===== src/rtl/bkpt_pkg.sv =====
package bkpt_pkg;
  localparam int NSLOT = 4;
  localparam int DW    = 32;

  typedef enum logic [1:0] {
    KIND_FETCH = 2'b00,
    KIND_READ  = 2'b01,
    KIND_WRITE = 2'b10,
    KIND_NONE  = 2'b11
  } acc_kind_e;

  localparam logic [1:0] WATCH_EXEC = 2'b00;
  localparam logic [1:0] WATCH_WR   = 2'b01;
  localparam logic [1:0] WATCH_RW   = 2'b11;

  localparam logic [2:0] IDX_STAT = 3'd6;
  localparam logic [2:0] IDX_CTRL = 3'd7;

  localparam logic [31:0] STAT_RSVD  = 32'hFFFF_0FF0;
  localparam logic [31:0] CTRL_WMASK = 32'hFFFF_03FF;
  localparam logic [7:0]  LOCAL_EN   = 8'h55;
  localparam int          STAT_STEP  = 14;
  localparam int          STAT_TSW   = 15;

  // length code to log2(bytes); the code is not monotonic
  function automatic logic [1:0] len_log2(input logic [1:0] code);
    case (code)
      2'b00:   len_log2 = 2'd0;
      2'b01:   len_log2 = 2'd1;
      2'b11:   len_log2 = 2'd2;
      default: len_log2 = 2'd3;
    endcase
  endfunction
endpackage


===== src/rtl/bkpt_slot_cmp.sv =====
module bkpt_slot_cmp
  import bkpt_pkg::*;
#(
  parameter int W = 32
) (
  input  logic         armed,
  input  logic [1:0]   watch_kind,
  input  logic [1:0]   len_code,
  input  logic [W-1:0] slot_addr,
  input  logic         acc_valid,
  input  logic [1:0]   acc_kind,
  input  logic [W-1:0] acc_addr,
  input  logic [1:0]   acc_size,
  output logic         hit
);
  localparam int W1 = W + 1;

  logic [W:0] len_m1, sz_m1, w_lo, w_hi, a_lo, a_hi;
  logic       kind_ok, overlap;

  always_comb begin
    len_m1 = (W1'(1) << len_log2(len_code)) - W1'(1);
    sz_m1  = (W1'(1) << acc_size) - W1'(1);
    w_lo   = {1'b0, slot_addr & ~len_m1[W-1:0]};
    w_hi   = w_lo + len_m1;
    a_lo   = {1'b0, acc_addr};
    a_hi   = a_lo + sz_m1;
    overlap = (a_lo <= w_hi) && (w_lo <= a_hi);
    case (watch_kind)
      WATCH_EXEC: kind_ok = (acc_kind == KIND_FETCH);
      WATCH_WR:   kind_ok = (acc_kind == KIND_WRITE);
      WATCH_RW:   kind_ok = (acc_kind == KIND_READ) || (acc_kind == KIND_WRITE);
      default:    kind_ok = 1'b0;
    endcase
    hit = acc_valid & armed & kind_ok & overlap;
  end

  always_comb begin
    if (hit) begin
      AST_HIT_REAL_ACCESS: assert (acc_kind != KIND_NONE) else $error("hit on empty kind");
    end
  end
endmodule


===== src/rtl/bkpt_status_reg.sv =====
module bkpt_status_reg
  import bkpt_pkg::*;
#(
  parameter int W  = 32,
  parameter int NS = 4
) (
  input  logic          clk,
  input  logic          rst_n,
  input  logic          wr_en,
  input  logic [W-1:0]  wdata,
  input  logic [NS-1:0] hit_vec,
  input  logic          step_evt,
  input  logic          tsw_evt,
  output logic [W-1:0]  status_q
);
  logic [W-1:0] status_d, set_bits;
  logic         status_en;

  always_comb begin
    set_bits            = '0;
    set_bits[NS-1:0]    = hit_vec;
    set_bits[STAT_STEP] = step_evt;
    set_bits[STAT_TSW]  = tsw_evt;
    status_en = wr_en | (|hit_vec) | step_evt | tsw_evt;
    status_d  = (wr_en ? wdata : status_q) | set_bits | STAT_RSVD;
  end

  always_ff @(posedge clk or negedge rst_n) begin
    if (!rst_n)         status_q <= STAT_RSVD;
    else if (status_en) status_q <= status_d;
  end

  AST_RSVD_ONES: assert property (@(posedge clk) disable iff (!rst_n)
    (status_q & STAT_RSVD) == STAT_RSVD) else $error("reserved status bit low");
  AST_TRAP_STICKY: assert property (@(posedge clk) disable iff (!rst_n)
    !wr_en |=> (($past(status_q[NS-1:0]) & ~status_q[NS-1:0]) == '0)) else $error("trap bit dropped");
endmodule


===== src/rtl/bkpt_match_unit.sv =====
module bkpt_match_unit
  import bkpt_pkg::*;
#(
  parameter int W = DW
) (
  input  logic         clk,
  input  logic         rst_n,
  input  logic         reg_wr,
  input  logic [2:0]   reg_addr,
  input  logic [31:0]  reg_wdata,
  output logic [31:0]  reg_rdata,
  input  logic         acc_valid,
  input  logic [1:0]   acc_kind,
  input  logic [31:0]  acc_addr,
  input  logic [1:0]   acc_size,
  input  logic         task_switch,
  input  logic         step_event,
  output logic         trap_pulse
);
  logic [1:0]       rst_pipe;
  logic             rst_n_s;
  logic [W-1:0]     ctrl_q, ctrl_d, status_q;
  logic             ctrl_en;
  logic [W-1:0]     slot_q [NSLOT];
  logic [NSLOT-1:0] hit_vec;
  logic             trap_q;

  // asynchronous assert, synchronous release
  always_ff @(posedge clk or negedge rst_n) begin
    if (!rst_n) rst_pipe <= 2'b00;
    else        rst_pipe <= {rst_pipe[0], 1'b1};
  end
  assign rst_n_s = rst_pipe[1];

  always_comb begin
    ctrl_en = task_switch | (reg_wr && reg_addr == IDX_CTRL);
    ctrl_d  = ctrl_q;
    if (reg_wr && reg_addr == IDX_CTRL) ctrl_d = reg_wdata & CTRL_WMASK;
    if (task_switch) ctrl_d[7:0] = ctrl_d[7:0] & ~LOCAL_EN;
  end

  always_ff @(posedge clk or negedge rst_n_s) begin
    if (!rst_n_s)     ctrl_q <= '0;
    else if (ctrl_en) ctrl_q <= ctrl_d;
  end

  for (genvar s = 0; s < NSLOT; s++) begin : g_slot
    logic slot_we;
    assign slot_we = reg_wr && (reg_addr == 3'(s));

    always_ff @(posedge clk or negedge rst_n_s) begin
      if (!rst_n_s)     slot_q[s] <= '0;
      else if (slot_we) slot_q[s] <= reg_wdata;
    end

    bkpt_slot_cmp #(.W(W)) u_cmp (
      .armed      (ctrl_q[2*s] | ctrl_q[2*s+1]),
      .watch_kind (ctrl_q[16+4*s +: 2]),
      .len_code   (ctrl_q[18+4*s +: 2]),
      .slot_addr  (slot_q[s]),
      .acc_valid  (acc_valid),
      .acc_kind   (acc_kind),
      .acc_addr   (acc_addr),
      .acc_size   (acc_size),
      .hit        (hit_vec[s])
    );
  end

  bkpt_status_reg #(.W(W), .NS(NSLOT)) u_status (
    .clk      (clk),
    .rst_n    (rst_n_s),
    .wr_en    (reg_wr && reg_addr == IDX_STAT),
    .wdata    (reg_wdata),
    .hit_vec  (hit_vec),
    .step_evt (step_event),
    .tsw_evt  (task_switch),
    .status_q (status_q)
  );

  always_ff @(posedge clk or negedge rst_n_s) begin
    if (!rst_n_s) trap_q <= 1'b0;
    else          trap_q <= |hit_vec;
  end
  assign trap_pulse = trap_q;

  always_comb begin
    case (reg_addr)
      3'd0, 3'd1, 3'd2, 3'd3: reg_rdata = slot_q[reg_addr[1:0]];
      IDX_STAT:               reg_rdata = status_q;
      IDX_CTRL:               reg_rdata = ctrl_q;
      default:                reg_rdata = '0;
    endcase
  end

  AST_TSW_LOCAL_CLR: assert property (@(posedge clk) disable iff (!rst_n_s)
    task_switch |=> ((ctrl_q[7:0] & LOCAL_EN) == 8'h00)) else $error("local enable survived");
  AST_TSW_GLOBAL_KEEP: assert property (@(posedge clk) disable iff (!rst_n_s)
    (task_switch && !(reg_wr && reg_addr == IDX_CTRL)) |=> ((ctrl_q[7:0] & ~LOCAL_EN) == ($past(ctrl_q[7:0]) & ~LOCAL_EN))) else $error("global enable lost");
  AST_PULSE_HAS_CAUSE: assert property (@(posedge clk) disable iff (!rst_n_s)
    trap_pulse |-> (status_q[NSLOT-1:0] != '0)) else $error("trap without status");
  AST_PULSE_NEEDS_ACCESS: assert property (@(posedge clk) disable iff (!rst_n_s)
    !acc_valid |=> !trap_pulse) else $error("trap without access");
  AST_CTRL_RSVD_ZERO: assert property (@(posedge clk) disable iff (!rst_n_s)
    ctrl_q[15:10] == 6'b0) else $error("reserved control bit set");
endmodule


===== config.mk =====
export PLATFORM = sky130hd
export DESIGN_NAME = bkpt_match_unit
export DESIGN_NICKNAME = d
export VERILOG_FILES = /design/src/rtl/bkpt_pkg.sv /design/src/rtl/bkpt_slot_cmp.sv /design/src/rtl/bkpt_status_reg.sv /design/src/rtl/bkpt_match_unit.sv
export SDC_FILE = /design/constraint.sdc
export NUM_CORES = 1
export LEC_CHECK = 0
export BUFFER_PORTS_ARGS = -buffer_cell sky130_fd_sc_hd__buf_4
export CORE_ASPECT_RATIO = 0.8
export CORE_MARGIN = 2
export CORE_UTILIZATION = 57
export CTS_BUF_LIST = sky130_fd_sc_hd__clkbuf_16
export DETAILED_ROUTE_END_ITERATION = 8
export GPL_TIMING_DRIVEN = 0
export PLACE_DENSITY_LB_ADDON = 0.2
export RECOVER_POWER = 100
export SKIP_CTS_REPAIR_TIMING = 1
export SLEW_MARGIN = 20
export SYNTH_ARGS = -nofsm -noshare
export SYNTH_HDL_FRONTEND = slang
export SYNTH_SLANG_ARGS = --single-unit
export TNS_END_PERCENT = 10

===== constraint.sdc =====
create_clock -name clk -period 4.7 [get_ports clk]
set_input_delay 0.235 -clock clk [delete_from_list [all_inputs] [get_ports clk]]
set_output_delay 0.235 -clock clk [all_outputs]
set_load 0.01 [all_outputs]

* Word level (Yosys, flattened, before mapping)
Index checks and enable logic that the tools add are counted.
Operators by class: $add $sub $neg 10, magnitude comparators 9, equality and inequality tests 23, shift operators 5, muxes and demuxes 15, bitwise logic cells 30, reduce and logical (&&, ||, !) cells 26
Operators by type and width (count):
- $le A32 B33 Y1 | 8
- $add A32 B33 Y33 | 5
- $shl A1 B2 Y33 const A | 5
- $sub A33 B2 Y33 const B | 5
- $and A32 B32 Y32 | 4
- $not A32 Y32 | 4
- $pmux W32 S3 | 1
- $bmux W32 S2 | 1
- $mux W32 | 2
- $pmux W2 S3 | 4
- $eq A2 B1 Y1 const B | 9
- $eq A2 B2 Y1 const B | 9
- $logic_not A2 Y1 | 9
- $mux W16 | 1
- $or A16 B16 Y16 | 1
- $and A1 B1 Y1 | 12
- $pmux W1 S3 | 4
- $logic_and A1 B1 Y1 | 10
- $mux W8 | 1
- $or A1 B1 Y1 | 8
- $reduce_or A4 Y1 | 2
- $mux W7 | 1
- $eq A3 B2 Y1 const B | 2
- $eq A3 B3 Y1 const B | 2
- other kinds (7) | 8
Word-level totals: register bits after elaboration 165, output and inout port bits 33, word-level logic and storage cells 128

* Longest topological paths before layout
depth after elaboration 14, mapped depth 23

* Modules after synthesis
A second synthesis with hierarchy kept.
Unflattened totals: cell total of the unflattened synthesis 2761, area total of the unflattened synthesis 23379.9 um2
By module, submodules not included:
- bkpt_match_unit | times used 1, cells an instance 522, area each 7495.9 um2, seq. area each 3928.8 um2
- bkpt_slot_cmp (g_slot[3].u_cmp) | times used 1, cells an instance 567, area each 3930.0 um2, seq. area each 0.0 um2
- bkpt_slot_cmp (g_slot[1].u_cmp) | times used 1, cells an instance 543, area each 3837.4 um2, seq. area each 0.0 um2
- bkpt_slot_cmp (g_slot[2].u_cmp) | times used 1, cells an instance 551, area each 3816.2 um2, seq. area each 0.0 um2
- bkpt_slot_cmp (g_slot[0].u_cmp) | times used 1, cells an instance 530, area each 3782.4 um2, seq. area each 0.0 um2
- bkpt_status_reg | times used 1, cells an instance 48, area each 518.0 um2, seq. area each 200.2 um2

* Least setup slack after synthesis
OpenSTA, ideal clock, no wires.
kind input port to flip-flop, start in acc_size[1], end reg trap_q, in the netlist trap_pulse, data arrival time 4.448 ns, data required time 4.562 ns, setup slack 0.114 ns, cell stages on the path 18, cell sequence nand2b_1 ha_1 inv_1 ha_1 fa_1 a21oi_1 o2111ai_1 a21o_1 a211oi_1 o211ai_1 o41a_1 a221oi_1 xor2_1 ha_1 and4_1 a31o_2 o31ai_1 nand4_1
On the way: longest elaborated chain between the ends 7, elaborated cells between the ends (all ways) 16
RTL lines:
- start, declared | RTL line bkpt_match_unit.sv:15 | input logic [1:0] acc_size,
- $shl A1 B2 Y33 * | RTL line bkpt_slot_cmp.sv:23 | sz_m1 = (W1'(1) << acc_size) - W1'(1);
- $sub A33 B2 Y33 * | RTL line bkpt_slot_cmp.sv:23
- $add A32 B33 Y33 * | RTL line bkpt_slot_cmp.sv:27 | a_hi = a_lo + sz_m1;
- $le A32 B33 Y1 | RTL line bkpt_slot_cmp.sv:28 | overlap = (a_lo <= w_hi) && (w_lo <= a_hi);
- $logic_and A1 B1 Y1 | RTL line bkpt_slot_cmp.sv:28
- $and A1 B1 Y1 | RTL line bkpt_slot_cmp.sv:35 | hit = acc_valid & armed & kind_ok & overlap;
- $reduce_or A4 Y1 * | RTL line bkpt_match_unit.sv:82 | else trap_q <= |hit_vec;
- end signal, assigned | RTL line bkpt_match_unit.sv:82
- end, declared | RTL line bkpt_match_unit.sv:26 | logic trap_q;
Mark *: on every way between the ends. The rest lies on a longest branch, timed or not. A chain may end at the register's enable or synchronous reset.

* Worst setup path in the final report
start in acc_size[0], end reg trap_q, in the netlist trap_pulse
The elaborated chain is that of the path after synthesis.

==> results.yml <==
pwr:
  power_density_nw_per_um2: 374
  power_leakage_nw: 8.76
  peakVddDrop_mv: 0.280
floorplan:
  core_um2: 28300
  io_pins: 110
  floorplan.initialDensity_pct: 58.0
  rows: 55
  die_h_um: 156
  die_x_um: 194
  die_area_um2: 30200
worst_setup_path:
  critPathLaunchType: "primary input"
  rr_endpoint: "slot_q[12]$_DFFE_PN0P_"
  cp_max_fo: 4
  timing.rr.start: "rst_pipe[1]$_DFF_PN0_"
  worstPathRequired_ns: 5.00
  critPathCaptureType: "flip-flop"
  path_class: "in -> reg"
  r2r_setup_slack_ns: 1.03
  r2r.worst_path.cells: 1
  arrival_ns: 5.02
cells_and_area:
  fin_nets: 2401
  regArea_um2: 4130
  fillers: 2424
  drive_gt1_share_pct: 15.5
  diodes: 0
  syn_to_final_growth_pct: 14.5
  multi_input_area_um2: 11500
  fin_cells: 2410
sta:
  worstMarginPinSlew_ns: 2.50
  min_period_over_period_pct: 100
  clock_skew_ns: 0.0132
  hold_viol: 0
  max_freq_mhz: 212
  min_period_ns: 4.71
  slew_headroom_pct: -66.5
  fin_ws_ns: -0.0120
  grt_setup_unrepaired: "yes"
  final_max_slew_viol_count: 126
  fin_tns_setup_ns: -0.0120
  setup_viol: 1
synthesis:
  yosys_register_bits: 165
  synth_top_area_cell: "dfrtp_1"
  yosys_warnings: 0
  yosys-top-cells-count: "ha_1 (296), nand2_1 (167), dfrtp_1 (165)"
  syn_avg_cell_area_um2: 8.76
  yosysUniqueCellTypes: 65
  ys_async_sr_fraction_pct: 100
  ys_top_cells_by_area: "dfrtp_1 (25%), ha_1 (23%), mux2_2 (6.3%)"
  synth-edff-count: 0
  syn_area_um2: 16400
  synthCells: 1873
  ys_seq_area_share_pct: 25.2
  synth.top_cell.area_share_pct: 25.2
  synth_most_common_cell: "ha_1"
  dominantRegCellSynth: "dfrtp_1"
worst_hold_path:
  hp-start: "reg_wdata[18]"
  hold_path.class: "in -> reg"
  hold_path_depth: 3
  hold_end: "slot_q[50]$_DFFE_PN0P_"
routing:
  wl_um: 62700
  viasPerCell: 6.49
  met2_length_um: 26800
  top_layer_used: "met4"
  dr.first_iter.drc_count: 1680
  firstDrtPassIters: 6
  wl_per_cell_um: 26.0
  drc: 0
  vias: 15600
  met3WireLength_um: 6650
  wl_met1_um: 25400
  antenna_left: 0
clocking:
  tritoncts: "yes"
  cts_buffer_depth: 2
  cts.sinks: 165
  cts_max_level: 4
  cts_buffers: 17
  clk_pin_slew_ns: 0.08
  cts-root-buf: "clkbuf_16"
  clkLatencyLatePin_ns: 0.45
global_routing:
  grt_usage_pct: 41.2
  antenna_found_initial: 0
  grt_pass1_vias: 15000
  grt_overflow: 0
  grt_pass1_wl_um: 91900
  grt_max_degree: 49
flow_run:
  cap_violations: 3
placed_design:
  routabilityCongestion: 1.02
  dpl.cell_count: 2356
  place_hpwl_um: 49500
  place_ws_ns: -1.67
  port_buffers: 108
outcome:
  violations: "capacitance limit, slew limit, setup timing"
  status: "finished, violations left"
[worst max-delay path, cell delays in order]
cell and delay (ns):
buf_4 0.13, nand2b_1 0.14, ha_1 0.27, inv_1 0.07, ha_1 0.32, a211o_1 0.29
a21o_1 0.17, and2_2 0.21, a21oi_4 0.33, nor2_1 0.22, a31oi_1 0.53, xor2_2 0.23
ha_1 0.35, nand4_1 0.23, o21ai_0 0.39, o21ai_0 0.16, o211ai_1 0.21, o21ai_1 0.15
o211ai_1 0.22, nand4_1 0.16
[metal layers]
layer,up-vias,global-route usage [%]
met5,-,0
met4,0,22.3
met3,203,8.82
met2,913,62.8
met1,7525,55.1
li1,7000,-
[layout make-up]
cell class / count / area share [%]
inverters: 150 / 3.03
multi-input cells: 1403 / 61.4
clock buffers: 17 / 2.26
plain buffers: 157 / 3.14
well taps: 370 / 2.46
repair buffers: 133 / 4.93
flip-flops and latches: 165 / 22.0
clock inverters: 15 / 0.806
[worst max path at each step]
stage / start / to / slack, ns / cells after the start
2_1_floorplan: acc_size[1] / trap_pulse$_DFF_PN0_ / 0.11 / 18
3_3_place_gp: acc_addr[0] / trap_pulse$_DFF_PN0_ / -2.11 / 23
3_5_place_dp: acc_addr[0] / trap_pulse$_DFF_PN0_ / -1.67 / 23
4_1_cts: acc_addr[0] / trap_pulse$_DFF_PN0_ / -1.23 / 23
5_1_grt: acc_size[1] / trap_pulse$_DFF_PN0_ / -0.17 / 25
6_report: acc_size[0] / trap_pulse$_DFF_PN0_ / -0.01 / 20
[power by group]
group	leakage, nW	switching (mW)	internal, mW	total (mW)
Sequential	1.99	0.439	1.72	2.16
Clock	0.281	0.684	0.786	1.47
Combinational	6.49	1.92	1.49	3.41
Total	8.76	3.04	3.99	7.04
[through the flow]
step | power, mW | hold WS (ns) | util (%) | instance area [µm²]
final | 7.04 | 0.0326 | 66.4 | 18800
after detailed placement | 5.33 | 0.0180 | 62.9 | 17800
after CTS | 6.80 | -0.460 | 64.9 | 18400
after global routing | 7.46 | 0.0384 | 66.4 | 18800
after floorplan | 4.20 | -0.0606 | - | 16400
after global placement | 5.21 | 0.0175 | 62.6 | 17700
[cell usage in the layout (no fill, tap or decap), types with 59 or more instances in the layout]
cell type	count
a21o_1	78
a21oi_1	95
buf_4	91
clkbuf_1	187
dfrtp_1	165
ha_1	290
inv_1	149
mux2_2	92
nand2_1	163
nand4_1	59
nor2_1	70
o21ai_0	154
[registers in the layout, indices dropped and copies added, names as in the netlist]
| name | count |
|---|---|
| slot_q | 128 |
| u_status.status_q | 8 |
| trap_pulse | 1 |
| rst_pipe | 2 |
| ctrl_q | 26 |
[kinds of logic (layout without fill, tap and decap cells)]
group / count (synthesis) / count (layout) / share of synthesized area [%]
compound gates: 466 / 466 / 17.7
simple gates: 429 / 429 / 12.7
buf+inv: 307 / 472 / 7.02
fa+ha+maj: 297 / 297 / 22.7
flops: 165 / 165 / 25.2
mux: 136 / 136 / 10.9
xor+xnor: 71 / 71 / 3.79
other cells: 2 / 4 / 0.0458
No activity file was read; power rests on OpenSTA's default activity.
